===== config.mk =====
export PLATFORM = sky130hd
export DESIGN_NAME = qload_align
export DESIGN_NICKNAME = d
export VERILOG_FILES = /design/src/rtl/qload_align.sv
export SDC_FILE = /design/constraint.sdc
export NUM_CORES = 1
export LEC_CHECK = 0
export BUFFER_PORTS_ARGS = -buffer_cell sky130_fd_sc_hd__clkbuf_2
export CELL_PAD_IN_SITES_DETAIL_PLACEMENT = 0
export CELL_PAD_IN_SITES_GLOBAL_PLACEMENT = 1
export CORE_MARGIN = 10
export CORE_UTILIZATION = 28
export DETAILED_ROUTE_END_ITERATION = 16
export PLACE_DENSITY_LB_ADDON = 0.25
export SYNTH_ARGS = -nofsm -noshare
export SYNTH_HDL_FRONTEND = slang
export SYNTH_SLANG_ARGS = --single-unit
export TNS_END_PERCENT = 50

===== constraint.sdc =====
create_clock -name clk -period 7.89 [get_ports clk]
set_clock_uncertainty 0.15 [all_clocks]
set_input_delay 0.3945 -clock clk [delete_from_list [all_inputs] [get_ports clk]]
set_output_delay 0.3945 -clock clk [all_outputs]
set_load 0.01 [all_outputs]

===== src/rtl/qload_align.sv =====
module qload_align #(
  parameter int WORD_W = 32,
  parameter int ADDR_W = 16,
  parameter int CNT_W  = 8
) (
  input  logic                clk,
  input  logic                rst_n,
  input  logic                start,
  input  logic [ADDR_W-1:0]   start_addr,
  input  logic [CNT_W-1:0]    start_count,
  output logic                mem_rd_en,
  output logic [ADDR_W-3:0]   mem_rd_addr,
  input  logic [4*WORD_W-1:0] mem_rd_data,
  output logic                out_valid,
  input  logic                out_ready,
  output logic [4*WORD_W-1:0] out_data
);
  localparam int QW   = 4 * WORD_W;
  localparam int QA_W = ADDR_W - 2;

  logic [QA_W-1:0]  qaddr;
  logic [1:0]       off;
  logic [CNT_W:0]   reads_left;
  logic [CNT_W-1:0] outs_left;
  logic             pend;
  logic [QW-1:0]    q0, q1, held;
  logic             wp, rp, held_v;
  logic [1:0]       cnt;

  logic [QW-1:0]    front;
  logic [2*QW-1:0]  cat;
  logic             has, prime, fire, pop, push, issue;
  logic [2:0]       occ;

  assign front = rp ? q1 : q0;
  assign cat   = {front, held};
  assign has   = (cnt != 2'd0);
  assign prime = has && (off != 2'd0) && !held_v;
  assign out_valid = has && ((off == 2'd0) || held_v) && (outs_left != '0);
  assign fire  = out_valid && out_ready;
  assign pop   = prime || fire;
  assign push  = pend && !start;
  assign occ   = 3'(cnt) + 3'(pend) - 3'(pop);
  assign issue = !start && (reads_left != '0) && (occ < 3'd2);

  assign mem_rd_en   = issue;
  assign mem_rd_addr = qaddr;

  always_comb begin
    for (int i = 0; i < 4; i++) begin
      if (off == 2'd0)
        out_data[i*WORD_W +: WORD_W] = front[i*WORD_W +: WORD_W];
      else
        out_data[i*WORD_W +: WORD_W] = cat[(int'(off) + i)*WORD_W +: WORD_W];
    end
  end

  always_ff @(posedge clk) begin
    if (!rst_n) begin
      qaddr      <= '0;
      off        <= '0;
      reads_left <= '0;
      outs_left  <= '0;
      pend       <= 1'b0;
      wp         <= 1'b0;
      rp         <= 1'b0;
      cnt        <= '0;
      held_v     <= 1'b0;
    end else if (start) begin
      qaddr      <= start_addr[ADDR_W-1:2];
      off        <= start_addr[1:0];
      outs_left  <= start_count;
      reads_left <= (CNT_W+1)'(start_count) +
                    (CNT_W+1)'((start_addr[1:0] != 2'd0) && (start_count != '0));
      pend       <= 1'b0;
      wp         <= 1'b0;
      rp         <= 1'b0;
      cnt        <= '0;
      held_v     <= 1'b0;
    end else begin
      pend <= issue;
      if (issue) begin
        qaddr      <= qaddr + QA_W'(1);
        reads_left <= reads_left - (CNT_W+1)'(1);
      end
      if (push) wp <= !wp;
      if (pop) begin
        rp     <= !rp;
        held_v <= 1'b1;
      end
      cnt <= cnt + 2'(push) - 2'(pop);
      if (fire) outs_left <= outs_left - CNT_W'(1);
    end
  end

  always_ff @(posedge clk) begin
    if (push && !wp) q0 <= mem_rd_data;
    if (push && wp)  q1 <= mem_rd_data;
    if (pop && !start) held <= front;
  end
endmodule


==> impl_summary.txt <==
----------------------------------------------------
[Detailed routing]
  Total number of vias ... 10,650
  Detailed Routing Iterations Pass 1 ... 5
  1st-iter DRT viols ... 558
  Final Routed Wirelength ... 47.49 mm
  Post-DR wirelength/cell ... 21.01 um
  Via/cell ratio ... 4.714
  DRC violation count after routing ... 0
  Detail Route Antenna Nets ... 0

[Cells and area]
  Most common library cell in the layout ignoring fill and taps ... sky130_fd_sc_hd__edfxtp_1
  Most used cells in the layout excluding fill and tap cells ... sky130_fd_sc_hd__edfxtp_1, sky130_fd_sc_hd__clkbuf_2, sky130_fd_sc_hd__dlygate4sd3_1, sky130_fd_sc_hd__mux2_2, sky130_fd_sc_hd__mux4_2
  Nets ... 1,550
  Fraction of final layout cells sized beyond drive strength 1 ... 46.09%
  Layout-stage area growth over the synthesis result ... 30.61%
  Footprint of the flip-flops and latches ... 11,360 um^2
  Number of fill cells ... 5,889
  Area of all placed cells without fillers ... 22,830 um^2
  Area taken by multi-input logic gates ... 5819 um^2

[Synthesis]
  Seq cells post-synth ... 391
  Gate count after technology mapping ... 937
  Yosys cell types ... 57
  Share of flip-flops with an asynchronous set or reset ... 0%
  Synthesized area ... 17,480 um^2
  Average cell area after synthesis ... 18.65 um^2
  EDFF count, synth ... 352
  Dominant register cell in the synthesized netlist ... sky130_fd_sc_hd__edfxtp_1
  Post-synthesis net count ... 1,102
  Count of warnings emitted by yosys ... 0
  Register area share after synthesis ... 64.95%

[Floorplan]
  Floorplan row count ... 91
  Core region area ... 61,710 um^2
  Effective utilization at floorplan ... 28.32%
  IO Pins ... 300
  Die Wd ... 269.8 um
  Chip Height ... 269.8 um
  Die area ... 72,810 um^2

[Min path]
  Hold crit path type ... in2reg
  Worst hold path cell count ... 3

[STA]
  Final Hold Fails ... 0
  Measured slew at the worst slew-check pin ... 1.259 ns
  Slew HR ... 16.04%
  Min setup slack post-route ... 3.181 ns
  Setup TNS ... 0 ns
  Final worst-path cycle share ... 59.68%
  Final critical-path required period ... 4.709 ns
  Pins over their slew limit ... 0
  Post-route worst hold slack ... 0.05331 ns
  Maximum clock frequency ... 0.2124 GHz
  RSZ-0062 raised after global routing ... no
  Final setup violating endpoints ... 0

[Run status]
  Run status ... finished clean

[Global routing]
  Aggregate global-route resource usage ... 12.79%
  Wire length of the first global-routing pass ... 72.44 mm
  Via count of the first global-routing pass ... 11,500
  Final global-route overflow total ... 0
  Maximum number of pins on one net before global-route repair ... 116
  Number of antenna violations at the first check in global routing ... 3

[Clock network]
  Number of hold-repair buffers added at the cts stage ... 146
  Clk Tree Root Cell ... sky130_fd_sc_hd__clkbuf_16
  Longest Clk Path Bufs ... 3
  Clock insertion delay at the later pin of the skew report ... 0.59 ns
  H-tree level count ... 2
  Post-cts sizing count ... 0
  Worst-path clk slew ... 0.06 ns
  Setup repair bufs after CTS ... 0
  CTS sink cnt ... 391
  Clock buffer count from CTS ... 48
  CTS tree ... yes

[Critical path]
  Crit path DAT ... 4.16 ns
  Required arrival time at the worst endpoint ... 7.35 ns
  Critical path startpoint category ... flop
  Number of cells on the worst reg-to-reg path ... 13
  Worst setup EP type ... output port
  Crit-path max FO ... 34
  Worst Path Class, Setup ... reg2out

[Placement]
  Cell Area, Placed ... 19,890 um^2
  Number of buffer cells added on primary ports ... 299
  Gpl congestion ... 0.7362
  Pre-CTS setup slack ... 3.579 ns
  Half-perimeter wire length after detailed placement ... 30.92 mm

[Power and ir drop]
  Cell leakage power ... 7.796 nW
  Power density over cell area ... 220.0 nW/um^2
  Worst vdd rail ir drop ... 0.0001547 V

[Flow run]
  Number of violations of the max-capacitance limit ... 0

----------------------------------------------------
## layout make-up
class	instances	area share (%)
tap	837	4.588
antenna	2	0.02193
inverter	14	0.2302
multi-input combinational	475	25.49
timing repair buffer	455	13.45
sequential	391	49.78
clock buffer	57	5.410
clock inverter	29	1.030
## final timing paths
kind,start,endpoint,slack [ns]
worst max-delay path,outs_left[0]$_SDFFE_PN0P_,mem_rd_en,3.18
worst min-delay path,out_ready,outs_left[1]$_SDFFE_PN0P_,0.05
worst max register to register,outs_left[0]$_SDFFE_PN0P_,mem_rd_addr[8]$_SDFFE_PN0P_,3.51
worst min register to register,held_v$_SDFFE_PP0N_,held_v$_SDFFE_PP0N_,0.31
## cells in the mapped netlist, types with 9 or more instances
master | n | share of area, %
sky130_fd_sc_hd__a21oi_1 | 9 | 0.26
sky130_fd_sc_hd__a31oi_1 | 12 | 0.43
sky130_fd_sc_hd__buf_2 | 17 | 0.49
sky130_fd_sc_hd__clkbuf_1 | 29 | 0.62
sky130_fd_sc_hd__dfxtp_1 | 39 | 4.5
sky130_fd_sc_hd__edfxtp_1 | 352 | 60
sky130_fd_sc_hd__inv_1 | 14 | 0.30
sky130_fd_sc_hd__mux2_2 | 129 | 8.3
sky130_fd_sc_hd__mux4_2 | 128 | 16
sky130_fd_sc_hd__nand2_1 | 12 | 0.26
sky130_fd_sc_hd__nand3_1 | 17 | 0.49
sky130_fd_sc_hd__nor2_1 | 16 | 0.34
sky130_fd_sc_hd__nor3_1 | 12 | 0.34
sky130_fd_sc_hd__o21ai_0 | 31 | 0.89
## logic make-up (layout without fill, tap and decap cells)
logic type,Yosys count,count (layout),synth area share [%]
xor gates and xnor gates,10,10,0.5442
buffers and inverters,71,555,1.840
and+or+nand+nor,105,105,3.494
adders and majority gates,9,9,0.6873
muxes,264,264,25.21
DFF,391,391,64.95
AOI/OAI and AO/OA,87,87,3.279
other,0,2,0
## worst max-delay path, cell delays in order, from the launching register on
cell and delay, ns:
sky130_fd_sc_hd__dfxtp_1 0.34, sky130_fd_sc_hd__inv_1 0.07, sky130_fd_sc_hd__ha_1 0.19, sky130_fd_sc_hd__nor4b_1 0.73, sky130_fd_sc_hd__a21boi_0 0.21, sky130_fd_sc_hd__o22a_1 0.31, sky130_fd_sc_hd__ha_1 0.29, sky130_fd_sc_hd__nand2b_1 0.15
sky130_fd_sc_hd__fa_1 0.41, sky130_fd_sc_hd__xnor2_2 0.22, sky130_fd_sc_hd__o211ai_2 0.11, sky130_fd_sc_hd__buf_4 0.25, sky130_fd_sc_hd__nor2_1 0.13, sky130_fd_sc_hd__clkbuf_2 0.15
## routing by layer
metal	up-vias	GRT usage, %	share of wire [%]
met4	4	3.947	2.4
met3	72	4.178	6.8
met2	287	21.35	50
met5	-	0	0.055
met1	5459	15.48	41
li1	4832	-	-
## registers in the layout (all words and copies together), names as in the netlist
signal,count
held_v,1
held,96
off,2
cnt,2
rp,1
reads_left,9
q0,128
outs_left,8
pend,1
q1,128
mem_rd_addr,14
wp,1
## metrics by stage
stage	cells	power (mW)	util, %
2_1_floorplan	937	2.725	-
5_1_grt	2259	5.254	36.99
4_1_cts	2258	5.128	36.98
6_report	2260	5.021	36.99
3_5_place_dp	2026	2.933	32.23
3_3_place_gp	2026	2.929	32.23
## report_power, final
part	switching, mW	internal (mW)	leakage (nW)
Combinational	0.300	0.285	3.56
Clock	0.868	1.21	0.722
Sequential	0.0362	2.32	3.51
No activity file was read; power rests on OpenSTA's default activity.
